===== config.mk =====
export PLATFORM = sky130hd
export DESIGN_NAME = txf_shared_fifo
export DESIGN_NICKNAME = d
export VERILOG_FILES = /design/src/rtl/txf_pkg.sv /design/src/rtl/txf_datapath.sv /design/src/rtl/txf_ctrl.sv /design/src/rtl/txf_shared_fifo.sv
export SDC_FILE = /design/constraint.sdc
export NUM_CORES = 1
export LEC_CHECK = 0
export BUFFER_PORTS_ARGS = -buffer_cell sky130_fd_sc_hd__buf_2
export CAP_MARGIN = 10
export CORE_AREA = 8 8 199 201
export CTS_CLUSTER_SIZE = 25
export DETAILED_ROUTE_END_ITERATION = 8
export DIE_AREA = 0 0 207 209
export GPL_ROUTABILITY_DRIVEN = 0
export PLACE_DENSITY = 0.53
export SKIP_CTS_REPAIR_TIMING = 1
export SLEW_MARGIN = 30
export SYNTH_ARGS = -nofsm -noshare
export SYNTH_HDL_FRONTEND = slang
export SYNTH_SLANG_ARGS = --single-unit

===== constraint.sdc =====
create_clock -name clk -period 5.6 [get_ports clk]
set_input_delay 1.12 -clock clk [delete_from_list [all_inputs] [get_ports clk]]
set_output_delay 1.12 -clock clk [all_outputs]
set_load 0.01 [all_outputs]

===== src/rtl/txf_pkg.sv =====
`timescale 1ns/1ps
package txf_pkg;
  // strobes from control to datapath
  typedef struct packed {
    logic       push;
    logic       clear;
    logic [1:0] load;   // pop head into the channel data register
  } txfStrobes_t;
endpackage


===== src/rtl/txf_datapath.sv =====
`timescale 1ns/1ps
module txf_datapath
  import txf_pkg::*;
#(
  parameter int DATA_W = 32,
  parameter int DEPTH  = 8,
  parameter int CNT_W  = $clog2(DEPTH + 1)
) (
  input  logic              clk,
  input  logic              rstN,
  input  txfStrobes_t       strb,
  input  logic [DATA_W-1:0] wrData,
  output logic [CNT_W-1:0]  count,
  output logic              empty,
  output logic              full,
  output logic [DATA_W-1:0] ch0Data,
  output logic [DATA_W-1:0] ch1Data
);
  localparam int PTR_W = (DEPTH > 1) ? $clog2(DEPTH) : 1;
  localparam logic [PTR_W-1:0] LAST_IDX = PTR_W'(DEPTH - 1);

  logic [DATA_W-1:0] mem [DEPTH];
  logic [PTR_W-1:0]  wrPtr, rdPtr;
  logic              pop;
  logic [DATA_W-1:0] headWord;

  assign pop      = |strb.load;
  assign headWord = mem[rdPtr];
  assign empty    = (count == '0);
  assign full     = (count == CNT_W'(DEPTH));

  function automatic logic [PTR_W-1:0] bump(input logic [PTR_W-1:0] p);
    return (p == LAST_IDX) ? '0 : p + 1'b1;
  endfunction

  always_ff @(posedge clk) begin
    if (strb.push) mem[wrPtr] <= wrData;
  end

  always_ff @(posedge clk or negedge rstN) begin
    if (!rstN) begin
      wrPtr <= '0;
      rdPtr <= '0;
      count <= '0;
    end else if (strb.clear) begin
      wrPtr <= '0;
      rdPtr <= '0;
      count <= '0;
    end else begin
      if (strb.push) wrPtr <= bump(wrPtr);
      if (pop)       rdPtr <= bump(rdPtr);
      count <= count + CNT_W'(strb.push) - CNT_W'(pop);
    end
  end

  always_ff @(posedge clk or negedge rstN) begin
    if (!rstN) begin
      ch0Data <= '0;
      ch1Data <= '0;
    end else begin
      if (strb.load[0]) ch0Data <= headWord;
      if (strb.load[1]) ch1Data <= headWord;
    end
  end


  // level_bound_chk
  level_bound_chk: assert property (@(posedge clk) disable iff (!rstN)
    count <= CNT_W'(DEPTH));


  // clear_empties_chk
  clear_empties_chk: assert property (@(posedge clk) disable iff (!rstN)
    strb.clear |=> empty);


  // flags_exclusive_chk
  flags_exclusive_chk: assert property (@(posedge clk) disable iff (!rstN)
    !(full && empty));
endmodule


===== src/rtl/txf_ctrl.sv =====
`timescale 1ns/1ps
module txf_ctrl
  import txf_pkg::*;
#(
  parameter int CNT_W = 4,
  parameter int THR_W = 8,
  parameter logic [THR_W-1:0] THR_RST = THR_W'(7)
) (
  input  logic             clk,
  input  logic             rstN,
  input  logic             wrValid,
  input  logic             clearFifo,
  input  logic [1:0]       useFifo,
  input  logic [1:0]       repeatLast,
  input  logic [1:0]       chReq,
  input  logic             flagClrWr,
  input  logic [3:0]       flagClrMask,
  input  logic             cfgWr,
  input  logic             cfgDmaEn,
  input  logic [THR_W-1:0] cfgDreqThr,
  input  logic [THR_W-1:0] cfgPanicThr,
  input  logic [CNT_W-1:0] count,
  input  logic             empty,
  input  logic             full,
  output txfStrobes_t      strb,
  output logic [1:0]       chGrant,
  output logic             wrErr,
  output logic             rdErr,
  output logic [1:0]       gap,
  output logic             dmaReq,
  output logic             dmaPanic
);
  logic             shared, single;
  logic             turn;       // 0: channel 0 next, 1: channel 1 next
  logic [1:0]       eligible, take, reuse, starve;
  logic             dmaEn;
  logic [THR_W-1:0] dreqThr, panicThr;
  logic             wrErrSet, rdErrSet;
  logic [3:0]       clrHit;

  assign shared = &useFifo;
  assign single = ^useFifo;

  for (genvar k = 0; k < 2; k++) begin : g_ch
    assign eligible[k] = useFifo[k] && chReq[k] && !clearFifo &&
                         (!shared || (turn == 1'(k)));
    assign take[k]     = eligible[k] && !empty;
    assign reuse[k]    = eligible[k] && empty && single && repeatLast[k];
    assign starve[k]   = eligible[k] && empty && !reuse[k];
  end

  assign chGrant    = take | reuse;
  assign strb.load  = take;
  assign strb.push  = wrValid && !full && !clearFifo;
  assign strb.clear = clearFifo;

  assign wrErrSet = wrValid && full && !clearFifo;
  assign rdErrSet = |starve;
  assign clrHit   = flagClrWr ? flagClrMask : 4'b0000;

  always_ff @(posedge clk or negedge rstN) begin
    if (!rstN) begin
      turn <= 1'b0;
    end else if (clearFifo) begin
      turn <= 1'b0;
    end else if (shared && |take) begin
      turn <= ~turn;
    end
  end

  always_ff @(posedge clk or negedge rstN) begin
    if (!rstN) begin
      wrErr <= 1'b0;
      rdErr <= 1'b0;
      gap   <= 2'b00;
    end else begin
      wrErr  <= (wrErr  & ~clrHit[0]) | wrErrSet;
      rdErr  <= (rdErr  & ~clrHit[1]) | rdErrSet;
      gap[0] <= (gap[0] & ~clrHit[2]) | starve[0];
      gap[1] <= (gap[1] & ~clrHit[3]) | starve[1];
    end
  end

  always_ff @(posedge clk or negedge rstN) begin
    if (!rstN) begin
      dmaEn    <= 1'b0;
      dreqThr  <= THR_RST;
      panicThr <= THR_RST;
    end else if (cfgWr) begin
      dmaEn    <= cfgDmaEn;
      dreqThr  <= cfgDreqThr;
      panicThr <= cfgPanicThr;
    end
  end

  assign dmaReq   = dmaEn && ({{THR_W{1'b0}}, count} <= {{CNT_W{1'b0}}, dreqThr});
  assign dmaPanic = ({{THR_W{1'b0}}, count} <= {{CNT_W{1'b0}}, panicThr});


  // one_grant_chk
  one_grant_chk: assert property (@(posedge clk) disable iff (!rstN)
    $onehot0(chGrant));


  // turn_flip_chk
  turn_flip_chk: assert property (@(posedge clk) disable iff (!rstN)
    (shared && |take && !clearFifo) |=> (turn != $past(turn)));


  // full_write_err_chk
  full_write_err_chk: assert property (@(posedge clk) disable iff (!rstN)
    (wrValid && full && !clearFifo) |=> wrErr);


  // starve_err_chk
  starve_err_chk: assert property (@(posedge clk) disable iff (!rstN)
    (|chGrant) |-> !(|starve));


  // clear_turn_chk
  clear_turn_chk: assert property (@(posedge clk) disable iff (!rstN)
    clearFifo |=> (turn == 1'b0));
endmodule


===== src/rtl/txf_shared_fifo.sv =====
`timescale 1ns/1ps
module txf_shared_fifo
  import txf_pkg::*;
#(
  parameter int DATA_W = 32,
  parameter int DEPTH  = 8,
  parameter int THR_W  = 8
) (
  input  logic              clk,
  input  logic              rstN,
  input  logic              wrValid,
  input  logic [DATA_W-1:0] wrData,
  input  logic              clearFifo,
  input  logic [1:0]        useFifo,
  input  logic [1:0]        repeatLast,
  input  logic [1:0]        chReq,
  output logic [1:0]        chGrant,
  output logic [DATA_W-1:0] ch0Data,
  output logic [DATA_W-1:0] ch1Data,
  output logic              empty,
  output logic              full,
  input  logic              flagClrWr,
  input  logic [3:0]        flagClrMask,
  output logic              wrErr,
  output logic              rdErr,
  output logic [1:0]        gap,
  input  logic              cfgWr,
  input  logic              cfgDmaEn,
  input  logic [THR_W-1:0]  cfgDreqThr,
  input  logic [THR_W-1:0]  cfgPanicThr,
  output logic              dmaReq,
  output logic              dmaPanic
);
  localparam int CNT_W = $clog2(DEPTH + 1);

  txfStrobes_t      strb;
  logic [CNT_W-1:0] count;

  txf_ctrl #(.CNT_W(CNT_W), .THR_W(THR_W)) u_ctrl (
    .clk(clk), .rstN(rstN), .wrValid(wrValid), .clearFifo(clearFifo),
    .useFifo(useFifo), .repeatLast(repeatLast), .chReq(chReq),
    .flagClrWr(flagClrWr), .flagClrMask(flagClrMask),
    .cfgWr(cfgWr), .cfgDmaEn(cfgDmaEn), .cfgDreqThr(cfgDreqThr),
    .cfgPanicThr(cfgPanicThr), .count(count), .empty(empty), .full(full),
    .strb(strb), .chGrant(chGrant), .wrErr(wrErr), .rdErr(rdErr),
    .gap(gap), .dmaReq(dmaReq), .dmaPanic(dmaPanic)
  );

  txf_datapath #(.DATA_W(DATA_W), .DEPTH(DEPTH), .CNT_W(CNT_W)) u_dp (
    .clk(clk), .rstN(rstN), .strb(strb), .wrData(wrData),
    .count(count), .empty(empty), .full(full),
    .ch0Data(ch0Data), .ch1Data(ch1Data)
  );
endmodule


# Yosys cells after proc, flatten, opt, wreduce, memory -nomap -nowiden
# Memory sizes are Yosys's and may differ from the RTL's.
# Cells that the tools add are included.
word_totals:
  reg_bits: 96
  ramBits: 256
  output_inout_bits: 74
  word_cells: 86
  n_memories: 1
mem_list:
  columns: ["memory", "depth", "word_bits", "rd", "rd_ports_with_merged_regs", "wr", "line_no", "rtl"]
  rows:
  - ["u_dp.mem", 8, 32, 1, 0, 1, "txf_datapath.sv:22", "logic [DATA_W-1:0] mem [DEPTH];"]
classes:
  addsub: 4
  magnitude_cmp: 2
  n_eq_ne: 3
  n_mux: 12
  n_bitwise: 14
  reduce_logical: 38
op_table:
  columns: ["cell", "count"]
  rows:
  - ["logical AND 1 bit", 22]
  - ["two-way mux 3 bit", 6]
  - ["<= comparator 4 x 8 -> 1 bit", 2]
  - ["two-way mux 4 bit", 2]
  - ["adder 3 x 1 -> 3 bit, second input constant", 2]
  - ["== test 3 bit, second input constant", 2]
  - ["logical NOT 1 bit", 6]
  - ["nonzero test 2 bit", 3]
  - ["NOT 1 bit", 5]
  - ["adder 4 x 1 -> 4 bit", 1]
  - ["bitwise AND 1 bit", 4]
  - ["== test 4 bit, second input constant", 1]
  - ["logical NOT 4 bit", 1]
  - ["two-way mux 1 bit", 4]
  - ["bitwise OR 1 bit", 4]
  - ["OR reduction 2 bit", 2]
  - ["subtractor 4 x 1 -> 4 bit", 1]
  - ["logical OR 1 bit", 2]
  - ["bitwise OR 2 bit", 1]
  - ["AND reduction 2 bit", 1]
  - ["parity 2 bit", 1]

# Logic depth before layout (Yosys ltp)
depth:
  ltp_word: 11
  ltp_mapped: 12
  mapped_depth_nobuf: 12

# By module
# Synthesis repeated with hierarchy kept, for this count alone.
hier_totals:
  hier_cells: 793
  hier_area_um2: 14137.3
modules_own_cells:
  columns: ["module", "instances", "cells_per_inst", "area_each_um2", "seq_area_each_um2"]
  rows:
  - ["txf_datapath", 1, 685, 12953.7, 9539.1]
  - ["txf_ctrl", 1, 108, 1183.6, 558.0]

# Least setup slack after synthesis
# No wires, ideal clock.
synth_path:
  path_type: "input-to-reg"
  start: "input port clearFifo"
  end: "memory u_dp.mem[1][0], enable pin"
  setup_time_ps: 461
  arrival_ps: 3994
  required_time_ps: 5139
  path_slack_ps: 1145
  stages: 4
  n_path_buf: 1
  path_cell_list: "clkbuf_1 -> nor3b_1 -> nand2_1 -> nor3_1"
synth_between:
  elab_chain_cells: 4
synth_lines:
  columns: ["element", "line_no", "rtl"]
  rows:
  - ["start, declared", "txf_shared_fifo.sv:13", "input logic clearFifo,"]
  - ["logical NOT 1 bit", "txf_ctrl.sv:54", "assign strb.push = wrValid && !full && !clearFifo;"]
  - ["logical AND 1 bit", "txf_ctrl.sv:54", null]
  - ["two-way mux 1 bit", "txf_datapath.sv:37", "if (strb.push) mem[wrPtr] <= wrData;"]
  - ["two-way mux 1 bit (not written as such)", "txf_datapath.sv:37", null]
  - ["end, declared", "txf_datapath.sv:22", null]
# No other way between the ends.

# Worst setup path in the final report
layout_path:
  start: "register u_ctrl.panicThr[1]"
  end: "output port dmaPanic"
layout_between:
  elab_chain_cells: 1
layout_lines:
  columns: ["element", "line_no", "rtl"]
  rows:
  - ["start, declared", "txf_ctrl.sv:37", "logic [THR_W-1:0] dreqThr, panicThr;"]
  - ["start signal, assigned", "txf_ctrl.sv:92", "panicThr <= cfgPanicThr;"]
  - ["<= comparator 4 x 8 -> 1 bit", "txf_ctrl.sv:97", "assign dmaPanic = ({{THR_W{1'b0}}, count} <= {{CNT_W{1'b0}}, panicThr});"]
  - ["end, declared", "txf_shared_fifo.sv:32", "output logic dmaPanic"]
# No other way between the ends.

==> results.sh <==
export IMPL_ir_drop_v=0.0002691
export IMPL_cts_sinks=352
export IMPL_yosysMostFrequentCell="edfxtp_1"
export IMPL_hold_class="flop to flop"
export IMPL_hold_slack_ps=472.9
export IMPL_slew_violations=0
export IMPL_drc=0
export IMPL_p_total_w=0.007187
export IMPL_maxSlewHeadroom=0.4670
export IMPL_hold_viol_final=0
export IMPL_wl_per_cell_microns=20.87
export IMPL_r2r_end="u_dp.mem[0][30]"
export IMPL_synth_top_area_frac=0.5638
export IMPL_fp_coreArea_sq_um=36260
export IMPL_start_util=0.3761
export IMPL_min_delay_start="u_ctrl.gap[1]"
export IMPL_critPathCaptureType="output pin"
export IMPL_vias=7054
export IMPL_track_usage=0.1379
export IMPL_drtIter0Drc=390
export IMPL_rsz0062_at_grt="no"
export IMPL_tightest_slew_ps=799.5
export IMPL_r2r_cells=7
export IMPL_leakagePower_nw=5.831
export IMPL_status="finished, final reports clean"
export IMPL_fmax_ghz=0.3065
export IMPL_synthTopCellsByArea="edfxtp_1, dfrtp_1, mux4_2"
export IMPL_finalNonFillerCells=1412
export IMPL_min_period_ps=3263
export IMPL_path_delay_family="flip-flops"
export IMPL_syn_avg_cell_area_sq_um=18.18
export IMPL_arrival_ps=2140
export IMPL_clock_skew_ps=18.55
export IMPL_worstSetupStartpointType="flop"
export IMPL_synth_ff_type="edfxtp_1"
export IMPL_syn_cell_area_sq_um=13640
export IMPL_crit_top_cell="o21a_1"
export IMPL_layout_drive_gt1_share=0.3369
export IMPL_synth_edf_count=256
export IMPL_crit_chain="inv_1, ha_1, nor2b_1, o21a_1, o21a_1, o211ai_1, buf_2"
export IMPL_whs_path_depth=1
export IMPL_die_w_microns=207
export IMPL_portBuffers=138
export IMPL_overflow=0
export IMPL_clockBufferDepth=3
export IMPL_h_tree_depth=2
export IMPL_critPathMaxStageDelay_ps=510
export IMPL_crit_fanout=2
export IMPL_path_class="flop to output pin"
export IMPL_cp_data_required_time_ps=4480
export IMPL_grt_pass1_wl_mm=46.69
export IMPL_drt_pass1_iterations=5
export IMPL_cts_tree="yes"
export IMPL_power_density_nw_per_um2=438.3
export IMPL_dp_hpwl_mm=19.13
export IMPL_setup_viol=0
export IMPL_fin_nets=1000
export IMPL_synthTopCellsByCount="edfxtp_1, dfrtp_1, nor2_1, a21oi_1, mux4_2"
export IMPL_syn2layout_area_growth_pct=20.24
export IMPL_syn_inst=750
export IMPL_ys_async_sr_fraction=0.2727
export IMPL_critical_path_slowest_cell="dfstp_2"
export IMPL_clkTransAtPathRegs_ps=60
export IMPL_ys_seq_area_frac=0.7405
export IMPL_fp_row_count=70
export IMPL_io_pin_count=139
export IMPL_yosys_warnings=0
export IMPL_min_period_over_period=0.5826
export IMPL_cts_buffers=38
export IMPL_cp_num_buf_inv=2
export IMPL_wl_mm=29.47
export IMPL_clk_latency_ps=540
export IMPL_synth_top_area_cell="edfxtp_1"
export IMPL_reg2reg_setup_slack_ps=2780
export IMPL_synth_fp_nets=835
export IMPL_grt_max_degree=57
export IMPL_dp_cells=1343
export IMPL_tns_ps=0
export IMPL_die_h_microns=209
export IMPL_cap_violations=0
export IMPL_ys_seq_elements=352
export IMPL_ant_nets=0
export IMPL_antenna_found_initial=1
export IMPL_cts_root_buf="clkbuf_16"
export IMPL_r2r_start="u_dp.count[2]"
export IMPL_die_area_sq_um=43260
export IMPL_viasPerCell=4.996
export IMPL_antenna_cells=0
export IMPL_grt_pass1_vias=7685
export IMPL_ys_types=42
export IMPL_min_to="u_ctrl.gap[1]"
power breakdown:
group / internal [W] / switching (W)
sequential: 0.00313 / 0.000164
clock: 0.00151 / 0.00102
combinational: 0.000591 / 0.000770
total: 0.00523 / 0.00196
through the flow:
| stage | util | instance area (sq um) | setup slack [ps] |
|---|---|---|---|
| finish | 0.4522 | 16400 | 2337 |
| global route | 0.4522 | 16400 | 2197 |
| CTS | 0.4520 | 16390 | 2301 |
| detailed placement | 0.4167 | 15110 | 2057 |
| global placement | 0.4098 | 14860 | 1994 |
| floorplan | - | 13640 | 1145 |
worst reg2reg max path, delay by kind of cell (launching register included):
| family | cells | cell delay, ps |
|---|---|---|
| adders and majority gates | 1 | 190 |
| and+or+nand+nor | 4 | 1310 |
| buffers and inverters | 2 | 590 |
| DFF | 1 | 380 |
cell families after synthesis:
| logic type | share of synthesized area |
|---|---|
| flip-flops | 0.7405 |
| AND/OR/NAND/NOR | 0.04276 |
| adder cells (fa/ha/maj) | 0.01890 |
| AO/OA/AOI/OAI | 0.03735 |
| multiplexers | 0.1390 |
| buffers and inverters | 0.02019 |
| XOR/XNOR | 0.001285 |
flip-flops by register name, summed over array words and instances, names as in the netlist, 3 cells and up:
name             flops
u_ctrl.dreqThr       8
u_dp.ch1Data        32
u_ctrl.panicThr      8
u_dp.wrPtr           3
u_dp.mem           256
u_dp.count           4
u_dp.ch0Data        32
u_dp.rdPtr           3
worst max path at each step:
stage	startpoint	endpoint	slack [ps]	cells after the start
finish	u_ctrl.panicThr[1]	dmaPanic	2340	7
detailed placement	clearFifo	u_dp.mem[1][0]	2060	5
global placement	clearFifo	u_dp.mem[4][3]	1990	4
floorplan	clearFifo	u_dp.mem[1][0]	1150	4
CTS	u_ctrl.panicThr[1]	dmaPanic	2300	7
global route	u_ctrl.dreqThr[1]	dmaReq	2200	7
final cells by class:
| type | count | area (sq um) |
|---|---|---|
| inverters | 16 | 60.06 |
| clock inverters | 23 | 287.8 |
| flip-flops and latches | 352 | 10110 |
| clock buffers | 46 | 991.0 |
| well taps | 468 | 585.6 |
| multi-input cells | 347 | 3324 |
| repair buffers | 160 | 1041 |
| fillers | 3155 | 19860 |
cell usage in the layout (no fill, tap or decap), types with 3 or more instances in the layout:
cell and instances:
nor2_1 68, clkbuf_1 7, mux2i_1 33, clkbuf_16 38
edfxtp_1 256, a21oi_1 70, dfstp_2 6, inv_1 13
buf_4 11, o21ai_0 10, mux2_2 11, nand2b_1 5
mux4_2 64, a21o_1 3, inv_2 3, clkinv_1 5
ha_1 19, nor2b_1 4, buf_8 4, nor3b_1 4
buf_2 137, nand4_1 4, nor2_4 6, clkinv_2 8
bufinv_16 5, o21a_1 3, nand2_1 21, buf_16 7
dfrtp_1 87
metal layers:
layer  routed length, microns  vias up  track usage
li1                         -     3238            -
met1                    13620     3601       0.1889
met2                    13870      170       0.2208
met3                     1427       43      0.02963
met4                      535        2      0.03771
met5                       13        -            0
Note: power is estimated with default switching activity, not from simulation.
